File: src/rtl/xlat_pkg.sv
// Shared types for the translation unit.
// Assumes: attribute widths are fixed for the whole chip.
package xlat_pkg;
    localparam int CM_W = 2;
    localparam int UA_W = 2;

    typedef struct packed {
        logic [CM_W-1:0] cmode;
        logic            wp;
        logic [UA_W-1:0] uattr;
    } attr_t;

    typedef enum logic {ST_IDLE, ST_WALK} xlat_st_t;
endpackage

File: src/rtl/xlat_window.sv
// One transparent window comparator.
// Compares the top address byte against a base under a don't-care mask and
// qualifies the result with the enable and the privilege field.
// Assumes: priv[1] admits supervisor accesses, priv[0] admits user accesses.
module xlat_window #(
    parameter int WIN_W = 8
) (
    input  logic             en,
    input  logic [WIN_W-1:0] base,
    input  logic [WIN_W-1:0] mask,
    input  logic [1:0]       priv,
    input  logic [WIN_W-1:0] addr_hi,
    input  logic             super_acc,
    output logic             hit
);
    logic addr_ok;
    logic priv_ok;

    // address match: only unmasked bits must agree with the base
    always_comb addr_ok = (((addr_hi ^ base) & ~mask) == '0);

    // privilege match selected by the access mode
    always_comb priv_ok = super_acc ? priv[1] : priv[0];

    // final window decision
    always_comb hit = en && addr_ok && priv_ok;
endmodule

File: src/rtl/xlat_tcache.sv
// Fully associative translation cache storage, lookup and replacement.
// Fills take the lowest invalid entry, otherwise a round-robin victim.
// Flush clears all valid bits in one cycle and wins over a fill.
// Assumes: ENTRIES is at least 2; fill and set_mod never share a cycle.
module xlat_tcache
    import xlat_pkg::*;
#(
    parameter int TAG_W   = 20,
    parameter int ENTRIES = 64
) (
    input  logic             clk,
    input  logic             rst_n,
    input  logic             flush,
    input  logic [TAG_W-1:0] lk_tag,
    output logic             lk_hit,
    output logic [TAG_W-1:0] lk_ppn,
    output attr_t            lk_attr,
    output logic             lk_mod,
    output logic [$clog2(ENTRIES)-1:0] lk_idx,
    input  logic             set_mod_en,
    input  logic [$clog2(ENTRIES)-1:0] set_mod_idx,
    input  logic             fill_en,
    input  logic [TAG_W-1:0] fill_tag,
    input  logic [TAG_W-1:0] fill_ppn,
    input  attr_t            fill_attr,
    input  logic             fill_mod
);
    localparam int IDX_W = $clog2(ENTRIES);
    localparam logic [IDX_W-1:0] LAST = IDX_W'(ENTRIES - 1);

    logic [ENTRIES-1:0] valid_q;
    logic [TAG_W-1:0]   tag_q  [ENTRIES];
    logic [TAG_W-1:0]   ppn_q  [ENTRIES];
    attr_t              attr_q [ENTRIES];
    logic [ENTRIES-1:0] mod_q;
    logic [IDX_W-1:0]   rr_q;
    logic [ENTRIES-1:0] hit_vec;
    logic [IDX_W-1:0]   inv_idx;
    logic               any_inv;
    logic [IDX_W-1:0]   victim;

    // parallel tag compare across all entries
    always_comb begin
        for (int i = 0; i < ENTRIES; i++) begin
            hit_vec[i] = valid_q[i] && (tag_q[i] == lk_tag);
        end
    end

    // encode the hitting entry and read its contents
    always_comb begin
        lk_idx = '0;
        for (int i = ENTRIES - 1; i >= 0; i--) begin
            if (hit_vec[i]) lk_idx = IDX_W'(i);
        end
        lk_hit  = |hit_vec;
        lk_ppn  = ppn_q[lk_idx];
        lk_attr = attr_q[lk_idx];
        lk_mod  = mod_q[lk_idx];
    end

    // find the lowest-numbered invalid entry
    always_comb begin
        inv_idx = '0;
        any_inv = 1'b0;
        for (int i = ENTRIES - 1; i >= 0; i--) begin
            if (!valid_q[i]) begin
                inv_idx = IDX_W'(i);
                any_inv = 1'b1;
            end
        end
    end

    // victim: invalid entry first, else the round-robin pointer
    always_comb victim = any_inv ? inv_idx : rr_q;

    // valid bits and replacement pointer
    always_ff @(posedge clk) begin
        if (!rst_n) begin
            valid_q <= '0;
            rr_q    <= '0;
        end else if (flush) begin
            valid_q <= '0;
        end else if (fill_en) begin
            valid_q[victim] <= 1'b1;
            if (!any_inv) rr_q <= (rr_q == LAST) ? '0 : rr_q + IDX_W'(1);
        end
    end

    // entry payload and written flags
    always_ff @(posedge clk) begin
        if (!rst_n) begin
            mod_q <= '0;
        end else if (fill_en) begin
            tag_q[victim]  <= fill_tag;
            ppn_q[victim]  <= fill_ppn;
            attr_q[victim] <= fill_attr;
            mod_q[victim]  <= fill_mod;
        end else if (set_mod_en) begin
            mod_q[set_mod_idx] <= 1'b1;
        end
    end


    cache_hit_unique_chk: assert property (@(posedge clk) disable iff (!rst_n)
        $onehot0(hit_vec));


    cache_flush_empty_chk: assert property (@(posedge clk) disable iff (!rst_n)
        $past(flush) |-> (valid_q == '0));


    cache_fill_grow_chk: assert property (@(posedge clk) disable iff (!rst_n)
        ($past(rst_n) && !$past(flush)) |-> ($countones(valid_q) >= $past($countones(valid_q))));
endmodule

File: src/rtl/xlat_unit.sv
// Address translation unit for one memory pipe.
// Order of resolution: window 0, window 1, then the translation cache when
// translation is enabled, otherwise the default attribute set. A cache miss
// raises a walk request and blocks new requests until the reply arrives.
// Responses are registered: one cycle after acceptance or after walk_valid.
// Assumes: the walker answers each walk_req with exactly one walk_valid.
module xlat_unit
    import xlat_pkg::*;
#(
    parameter int ADDR_W  = 32,
    parameter int PAGE_W  = 12,
    parameter int ENTRIES = 64,
    parameter int NUM_WIN = 2,
    parameter int WIN_W   = 8
) (
    input  logic                        clk,
    input  logic                        rst_n,
    input  logic                        xlat_en,
    input  logic                        flush,
    input  logic [NUM_WIN-1:0]          win_en,
    input  logic [NUM_WIN*WIN_W-1:0]    win_base,
    input  logic [NUM_WIN*WIN_W-1:0]    win_mask,
    input  logic [NUM_WIN*2-1:0]        win_priv,
    input  logic [NUM_WIN*CM_W-1:0]     win_cmode,
    input  logic [NUM_WIN-1:0]          win_wp,
    input  logic [NUM_WIN*UA_W-1:0]     win_uattr,
    input  logic [CM_W-1:0]             def_cmode,
    input  logic                        def_wp,
    input  logic [UA_W-1:0]             def_uattr,
    input  logic                        req_valid,
    output logic                        req_ready,
    input  logic [ADDR_W-1:0]           req_addr,
    input  logic                        req_write,
    input  logic                        req_super,
    output logic                        rsp_valid,
    output logic                        rsp_fault,
    output logic [ADDR_W-1:0]           rsp_paddr,
    output logic [CM_W-1:0]             rsp_cmode,
    output logic                        rsp_wp,
    output logic [UA_W-1:0]             rsp_uattr,
    output logic                        upd_pulse,
    output logic [ADDR_W-PAGE_W-1:0]    upd_tag,
    output logic                        walk_req,
    output logic [ADDR_W-PAGE_W-1:0]    walk_tag,
    input  logic                        walk_valid,
    input  logic [ADDR_W-PAGE_W-1:0]    walk_ppn,
    input  logic [CM_W-1:0]             walk_cmode,
    input  logic                        walk_wp,
    input  logic [UA_W-1:0]             walk_uattr,
    input  logic                        walk_mod
);
    localparam int TAG_W = ADDR_W - PAGE_W;
    localparam int IDX_W = $clog2(ENTRIES);
    localparam int SEL_W = (NUM_WIN > 1) ? $clog2(NUM_WIN) : 1;

    xlat_st_t           state_q;
    logic [NUM_WIN-1:0] win_hit;
    logic               win_any;
    logic [SEL_W-1:0]   win_sel;
    attr_t              win_attr [NUM_WIN];

    logic [TAG_W-1:0]   lk_tag;
    logic               c_hit;
    logic [TAG_W-1:0]   c_ppn;
    attr_t              c_attr;
    logic               c_mod;
    logic [IDX_W-1:0]   c_idx;

    logic               accept;
    attr_t              res_attr;
    logic [ADDR_W-1:0]  res_paddr;
    logic               res_miss;
    logic               res_cache;
    logic               res_win;
    logic               res_fault;
    logic               set_mod_en;

    logic [ADDR_W-1:0]  pend_addr_q;
    logic               pend_write_q;
    logic               walk_q;
    logic               rsp_valid_q;
    logic               rsp_fault_q;
    logic [ADDR_W-1:0]  rsp_paddr_q;
    attr_t              rsp_attr_q;
    logic               rsp_win_q;
    logic               upd_q;
    logic [TAG_W-1:0]   upd_tag_q;
    logic               fill_en;
    logic               fill_mod;
    attr_t              walk_attr;

    // one comparator per transparent window
    for (genvar k = 0; k < NUM_WIN; k++) begin : g_win
        xlat_window #(.WIN_W(WIN_W)) u_win (
            .en        (win_en[k]),
            .base      (win_base[k*WIN_W +: WIN_W]),
            .mask      (win_mask[k*WIN_W +: WIN_W]),
            .priv      (win_priv[k*2 +: 2]),
            .addr_hi   (req_addr[ADDR_W-1 -: WIN_W]),
            .super_acc (req_super),
            .hit       (win_hit[k])
        );
        // unpack this window's attribute fields
        always_comb win_attr[k] = '{cmode: win_cmode[k*CM_W +: CM_W],
                                    wp:    win_wp[k],
                                    uattr: win_uattr[k*UA_W +: UA_W]};
    end

    // lowest-numbered matching window wins
    always_comb begin
        win_sel = '0;
        win_any = 1'b0;
        for (int k = NUM_WIN - 1; k >= 0; k--) begin
            if (win_hit[k]) begin
                win_sel = SEL_W'(k);
                win_any = 1'b1;
            end
        end
    end

    // page number used as the cache key
    always_comb lk_tag = req_addr[ADDR_W-1:PAGE_W];

    xlat_tcache #(.TAG_W(TAG_W), .ENTRIES(ENTRIES)) u_cache (
        .clk         (clk),
        .rst_n       (rst_n),
        .flush       (flush),
        .lk_tag      (lk_tag),
        .lk_hit      (c_hit),
        .lk_ppn      (c_ppn),
        .lk_attr     (c_attr),
        .lk_mod      (c_mod),
        .lk_idx      (c_idx),
        .set_mod_en  (set_mod_en),
        .set_mod_idx (c_idx),
        .fill_en     (fill_en),
        .fill_tag    (pend_addr_q[ADDR_W-1:PAGE_W]),
        .fill_ppn    (walk_ppn),
        .fill_attr   (walk_attr),
        .fill_mod    (fill_mod)
    );

    // handshake: accept only when no walk is outstanding
    always_comb begin
        req_ready = (state_q == ST_IDLE);
        accept    = req_valid && req_ready;
    end

    // resolve the accepted request: windows, default, cache, or miss
    always_comb begin
        res_attr  = '{cmode: def_cmode, wp: def_wp, uattr: def_uattr};
        res_paddr = req_addr;
        res_miss  = 1'b0;
        res_cache = 1'b0;
        res_win   = 1'b0;
        if (win_any) begin
            res_attr = win_attr[win_sel];
            res_win  = 1'b1;
        end else if (xlat_en) begin
            if (c_hit) begin
                res_attr  = c_attr;
                res_paddr = {c_ppn, req_addr[PAGE_W-1:0]};
                res_cache = 1'b1;
            end else begin
                res_miss = 1'b1;
            end
        end
        res_fault  = req_write && res_attr.wp;
        set_mod_en = accept && res_cache && req_write && !res_attr.wp && !c_mod;
    end

    // walk reply packing and fill control
    always_comb begin
        walk_attr = '{cmode: walk_cmode, wp: walk_wp, uattr: walk_uattr};
        fill_en   = (state_q == ST_WALK) && walk_valid;
        fill_mod  = walk_mod || (pend_write_q && !walk_wp);
    end

    // control state, pending request and registered response
    always_ff @(posedge clk) begin
        if (!rst_n) begin
            state_q      <= ST_IDLE;
            walk_q       <= 1'b0;
            pend_addr_q  <= '0;
            pend_write_q <= 1'b0;
            rsp_valid_q  <= 1'b0;
            rsp_fault_q  <= 1'b0;
            rsp_paddr_q  <= '0;
            rsp_attr_q   <= '0;
            rsp_win_q    <= 1'b0;
            upd_q        <= 1'b0;
            upd_tag_q    <= '0;
        end else begin
            rsp_valid_q <= 1'b0;
            upd_q       <= 1'b0;
            case (state_q)
                ST_IDLE: begin
                    if (accept) begin
                        if (res_miss) begin
                            state_q      <= ST_WALK;
                            walk_q       <= 1'b1;
                            pend_addr_q  <= req_addr;
                            pend_write_q <= req_write;
                        end else begin
                            rsp_valid_q <= 1'b1;
                            rsp_fault_q <= res_fault;
                            rsp_paddr_q <= res_fault ? '0 : res_paddr;
                            rsp_attr_q  <= res_attr;
                            rsp_win_q   <= res_win;
                            upd_q       <= set_mod_en;
                            upd_tag_q   <= lk_tag;
                        end
                    end
                end
                ST_WALK: begin
                    if (walk_valid) begin
                        state_q     <= ST_IDLE;
                        walk_q      <= 1'b0;
                        rsp_valid_q <= 1'b1;
                        rsp_fault_q <= pend_write_q && walk_wp;
                        rsp_paddr_q <= (pend_write_q && walk_wp) ? '0
                                       : {walk_ppn, pend_addr_q[PAGE_W-1:0]};
                        rsp_attr_q  <= walk_attr;
                        rsp_win_q   <= 1'b0;
                        upd_q       <= pend_write_q && !walk_wp && !walk_mod;
                        upd_tag_q   <= pend_addr_q[ADDR_W-1:PAGE_W];
                    end
                end
                default: state_q <= ST_IDLE;
            endcase
        end
    end

    // drive outputs from registers
    always_comb begin
        walk_req  = walk_q;
        walk_tag  = pend_addr_q[ADDR_W-1:PAGE_W];
        rsp_valid = rsp_valid_q;
        rsp_fault = rsp_fault_q;
        rsp_paddr = rsp_paddr_q;
        rsp_cmode = rsp_attr_q.cmode;
        rsp_wp    = rsp_attr_q.wp;
        rsp_uattr = rsp_attr_q.uattr;
        upd_pulse = upd_q;
        upd_tag   = upd_tag_q;
    end


    walk_hold_chk: assert property (@(posedge clk) disable iff (!rst_n)
        (walk_req && !walk_valid) |=> walk_req);


    walk_blocks_req_chk: assert property (@(posedge clk) disable iff (!rst_n)
        walk_req |-> !req_ready);


    upd_with_rsp_chk: assert property (@(posedge clk) disable iff (!rst_n)
        upd_pulse |-> (rsp_valid && !rsp_fault));


    fault_shape_chk: assert property (@(posedge clk) disable iff (!rst_n)
        (rsp_valid && rsp_fault) |-> (!upd_pulse && rsp_wp && rsp_paddr == '0));


    win_identity_chk: assert property (@(posedge clk) disable iff (!rst_n)
        (rsp_valid && rsp_win_q && !rsp_fault) |-> (rsp_paddr == $past(req_addr)));
endmodule

File: config.mk
export PLATFORM = sky130hd
export DESIGN_NAME = xlat_unit
export DESIGN_NICKNAME = d
export VERILOG_FILES = /design/src/rtl/xlat_pkg.sv /design/src/rtl/xlat_window.sv /design/src/rtl/xlat_tcache.sv /design/src/rtl/xlat_unit.sv
export SDC_FILE = /design/constraint.sdc
export NUM_CORES = 2
export LEC_CHECK = 0
export BUFFER_PORTS_ARGS = -buffer_cell sky130_fd_sc_hd__buf_2
export CAP_MARGIN = 0
export CORE_MARGIN = 5
export CORE_UTILIZATION = 25
export CTS_CLUSTER_DIAMETER = 100
export CTS_CLUSTER_SIZE = 28
export DETAILED_ROUTE_END_ITERATION = 6
export SLEW_MARGIN = 20
export SYNTH_ARGS = -nofsm -noshare
export SYNTH_HDL_FRONTEND = slang
export SYNTH_HIERARCHICAL = 1
export SYNTH_SLANG_ARGS = --single-unit
File: constraint.sdc
create_clock -name clk -period 15.8 [get_ports clk]
set_input_delay 0.79 -clock clk [delete_from_list [all_inputs] [get_ports clk]]
set_output_delay 0.79 -clock clk [all_outputs]
set_load 0.01 [all_outputs]
**After elaboration in Yosys (flattened, before gate mapping)**

Memories as Yosys holds them, arrays and structs flattened.
Index checks and enable logic that the tools add are counted.

- Output and inout bits: 82
- Register bits after elaboration: 229
- Input bits: 119
- Word-level logic and storage cells: 460
- Memories kept: 3
- Bits in writable memories: 2,880
- Latch bits: 0
- Bits in read-only memories: 0

- Bitwise gates (word level): 13
- Multiply operators: 0
- $add $sub $neg: 1
- Divide/modulo/power cells: 0
- Mux-type cells: 260
- Reduce and logical (&&, ||, !) cells: 94
- Shift operators: 0
- Order comparisons: 5
- Eq/ne operators: 69

Memory list:

| name | depth | width | read ports | clocked after Yosys merged registers in | wr ports | RTL line | source |
|---|---|---|---|---|---|---|---|
| u_cache.ppn_q | 64 | 20 | 1 | 0 | 1 | xlat_tcache.sv:33 | `logic [TAG_W-1:0] ppn_q [ENTRIES];` |
| u_cache.tag_q | 64 | 20 | 64 | 0 | 1 | xlat_tcache.sv:32 | `logic [TAG_W-1:0] tag_q [ENTRIES];` |
| u_cache.attr_q | 64 | 5 | 1 | 0 | 1 | xlat_tcache.sv:34 | `attr_t attr_q [ENTRIES];` |

Operator list:

| cell | count |
|---|---|
| equality test 20 bit | 64 |
| 2-to-1 mux 6 bit | 130 |
| 2-to-1 mux 32 bit | 8 |
| 2-to-1 mux 64 bit | 2 |
| bitwise OR 64 bit | 2 |
| 2-to-1 mux 1 bit | 96 |
| logical AND 1 bit | 80 |
| bitwise mux 64 bit | 1 |
| case mux 32 bit (2 select lines) | 1 |
| OR reduction 64 bit | 1 |
| 2-to-1 mux 20 bit | 3 |
| 2-to-1 mux 5 bit | 9 |
| case mux 20 bit (2 select lines) | 1 |
| bitwise AND 8 bit | 2 |
| logical NOT 8 bit | 2 |
| inverter 8 bit | 2 |
| bitwise XOR 8 bit | 2 |
| < comparator 6 x 7 -> 1 bit (second input constant) | 2 |
| demux 1 bit (select 6 bit) | 2 |
| greater-or-equal comparator 6 x 1 -> 1 bit (second input constant) | 2 |
| AND reduction 3 bit | 4 |
| case mux 1 bit (2 select lines) | 5 |
| case mux 5 bit (2 select lines) | 1 |
| adder 6 x 1 -> 6 bit (second input constant) | 1 |
| other kinds (11) | 19 |

**Depth between registers and ports, before layout**

An unclocked memory read counts as a cell.

- Word-level depth: 76
- Gate-level depth with buffers: 34
- Gate-level depth less buffers: 26

**Hierarchy**

Netlist, hierarchy kept.

Modules (own cells, without submodules):

| module | area an instance (µm²) | cells each | times used | seq. area each (µm²) |
|---|---|---|---|---|
| xlat_tcache | 126,525.1 | 8,484 | 1 | 89,165.5 |
| xlat_unit | 4,649.5 | 544 | 1 | 1,901.8 |
| xlat_window | 127.6 | 15 | 2 | 0.0 |

**Worst setup path after synthesis**

Ideal clock, no wire load.

- Kind: register to register
- From: register u_cache.valid_q[33]
- To: memory u_cache/attr_q[46][0] (netlist bit), enable pin
- Stages on the path, launching flop included: 14
- Required time: 15.241 ns
- Arrival time: 6.601 ns
- Setup time: 0.559 ns
- Slack: 8.640 ns
- Clock period less this slack: 7.160 ns
- Cell sequence: dfxtp_1 > clkbuf_1 > nand2_1 > or3_1 > and3b_1 > nand2_1 > nor2_1 > nand2_1 > o21ai_0 > a21oi_1 > clkbuf_1 > or2_2 > clkbuf_1 > nor4_1

- Cells in the longest elaborated chain, start to end: 35

RTL lines:

| element | RTL line | source |
|---|---|---|
| from (decl) | xlat_tcache.sv:31 | `logic [ENTRIES-1:0] valid_q;` |
| from (signal assigned) | xlat_tcache.sv:79 | `valid_q <= '0;` |
| from (signal assigned) | xlat_tcache.sv:82 | `valid_q <= '0;` |
| from (signal, indexed assignment) | xlat_tcache.sv:84 | `valid_q[victim] <= 1'b1;` |
| 2-to-1 mux 6 bit or 2-to-1 mux 1 bit (tied branches) (34 in series) | xlat_tcache.sv:66 | `if (!valid_q[i]) begin` |
| 2-to-1 mux 6 bit (*) | xlat_tcache.sv:74 | `always_comb victim = any_inv ? inv_idx : rr_q;` |
| to (decl) | xlat_tcache.sv:34 |  |

Every way passes the cells marked *; elsewhere a longest branch is shown, timed or not.

==> flow_summary.ini <==
[outcome]
status = completed

[clock_tree]
numCtsBuffers = 138
postCtsSetupBuffers = 0
clk_latency_ns = 0.89
clkSlewWorstSetupHoldPaths_ns = 0.12
cts_tree = done
clock_sinks = 3109
cts_resized = 0
root_buffer = clkbuf_16
htreeDepth = 4
holdBufCountCts = 0
clk_path_buf_depth = 4

[critical_path]
cp_common_cell = buf_4
critPathKind = input pin to flop
crit_slowest_cell = nor4_1
arrival_ns = 10.54
cp.required_ns = 16.63
crit_path_max_incr_delay_ns = 0.84
critPathLaunchType = input pin
crit_fanout = 46
critPathCaptureType = flop

[grt]
antenna_found_initial = 43
grt_max_degree = 116
grt_pass1_wl_um = 633000
grt_pass1_vias = 79345
grt-ovfl-total = 0
grt_use_total_pct = 16.3

[detailed_routing]
dr.pass1.iters = 7
wl_met3_um = 53300
wl_met1_um = 188000
detail-route-antenna-nets = 0
dr.max_layer_used = met5
wirelength_um = 464000
vias = 85440
dr.first_iter.drc_count = 13670
wl_per_cell_um = 28.6
viasPerCell = 5.27
drc = 0
wl_met2_um = 203000

[timing]
finalSetupTns_ns = 0
period_share_pct = 61.4
rsz0062_at_grt = false
fin_skew_ns = 0.0503
fmax_ghz = 0.103
finalMaxSlewViolations = 0
setup_violations = 0
hold_violations = 0
post-route-min-period_ns = 9.71
slew_headroom_pct = 10.3
worstMarginPinSlew_ns = 1.33

[synthesis]
synth-main-ff-cell = edfxtp_1
async_flop_share_pct = 0
ys_seq_area_share_pct = 69.3
netlist_area_um2 = 131000
yosysWarnings = 6
syn-num-nets = 9178
synth.avg_cell_area_um2 = 14.5
syn_inst = 9058
synth_cell_type_count = 90
synth_seq_cells = 3109
synth_edf_count = 2880

[power]
vdd_drop_max_mv = 0.0863
p_per_area_nw_per_um2 = 96.4
p_leak_nw = 43.8

[final_layout]
fin_nets = 9304
final_cells = 16226
fillers = 52953
synthToLayoutAreaGrowth_pct = 10.8
drive_gt1_share_pct = 9.85
fin_area_um2 = 146000

[min_path]
hp-class = input pin to flop

[floorplanning]
dieHeight_um = 735
die-area_um2 = 540000
ios = 201
start_util_pct = 25.1
row_count = 266
core_area_um2 = 525000
die_x_um = 735

[place]
place_area_um2 = 142000
dp.cells = 16012
io_buffers = 200
gp_congestion = 0.974
hpwl_um = 273000

[job]
cap_violations = 0
-- cells by family after synthesis --
kind of cell	share of synthesized area, %
and+or+nand+nor	9.64
xor gates and xnor gates	8.66
DFF	69.3
muxes	3.40
adders and majority gates	0.00952
AOI/OAI and AO/OA	6.73
buffers and inverters	2.28
-- cells in the mapped netlist (159+ instances only) --
cell type	instances	area (um2)
nand2_1	305	1140
nor2_1	512	1920
nand3_1	232	1160
mux2i_1	380	3800
nand4_1	488	3050
o22ai_1	221	1380
nor3_1	159	796
nor4_1	250	1560
clkbuf_1	194	728
edfxtp_1	2880	86500
a211oi_1	196	1470
xor2_1	240	2100
dfxtp_1	229	4580
xnor2_1	1059	9280
-- final timing paths --
check	start	end	slack (ns)	depth (start not counted)
max	req_addr[19]	u_cache/mod_q[35]	6.09	30
min	req_addr[0]	pend_addr_q[0]	0.14	3
max reg2reg	u_cache/tag_q[42][6]	u_cache/mod_q[35]	6.69	27
min reg2reg	pend_addr_q[1]	pend_addr_q[1]	0.46	2
-- power breakdown --
| group | switching, mW | internal [mW] | leakage, nW | total (mW) |
|---|---|---|---|---|
| Sequential | 0.0462 | 8.99 | 26.9 | 9.03 |
| Clock | 2.57 | 1.70 | 1.86 | 4.27 |
| Combinational | 0.533 | 0.200 | 15.1 | 0.732 |
-- stage by stage --
step | setup slack, ns | hold WS [ns] | utilization [%] | total power, mW
3_3_place_gp | 5.24 | 0.440 | 27.0 | 9.93
5_1_grt | 5.81 | 0.127 | 27.8 | 14.4
3_5_place_dp | 5.34 | 0.448 | 27.0 | 9.94
6_report | 6.09 | 0.136 | 27.8 | 14.0
4_1_cts | 6.24 | 0.0933 | 27.7 | 14.1
2_1_floorplan | 8.64 | 0.435 | - | 9.58
-- flip-flops by register name, summed over array words and instances (netlist names) --
name / cells
u_cache/ppn_q: 1280
u_cache/tag_q: 1280
u_cache/attr_q: 320
u_cache/mod_q: 64
u_cache/valid_q: 64
pend_addr_q: 32
rsp_paddr: 32
upd_tag: 20
u_cache/rr_q: 6
rsp_cmode: 2
rsp_uattr: 2
pend_write_q: 1
rsp_fault: 1
rsp_valid: 1
rsp_wp: 1
state_q: 1
upd_pulse: 1
walk_req: 1
-- worst max-delay path: cells and delay by family --
family                 cells  cell delay (ns)
AND/OR/NAND/NOR           13             4.59
buffers and inverters      6             2.79
AO/OA/AOI/OAI             10             1.96
XOR/XNOR                   1             0.20
-- per-layer routing --
layer | vias to the layer above | GRT usage [%]
met4 | 18 | 5.60
met2 | 5375 | 24.9
met5 | - | 0.0890
li1 | 35088 | -
met3 | 838 | 3.49
met1 | 44121 | 22.8
-- cells in the final DEF (no fill, tap or decap), types with 121 or more instances in the layout --
cell type	instances
xnor2_1	1059
nor3_1	121
nand3_1	232
nor2_1	486
nor4_1	231
clkbuf_16	141
a211oi_1	196
o21ai_0	155
buf_2	178
dfxtp_1	208
nand2_1	303
edfxtp_1	2880
mux2i_1	380
xor2_1	240
o22ai_1	219
a21oi_1	151
nand4_1	488
buf_4	286
-- cell type report --
class | count | area [um2] | area share (%)
clock buffer | 178 | 3670 | 2.52
multi-input combinational | 5364 | 38000 | 26.1
clock inverter | 12 | 166 | 0.114
inverter | 71 | 278 | 0.191
tap | 6968 | 8720 | 5.99
antenna | 24 | 60.1 | 0.0412
sequential | 3109 | 91100 | 62.6
timing repair buffer | 500 | 3580 | 2.46
(Power assumes the default switching activity.)
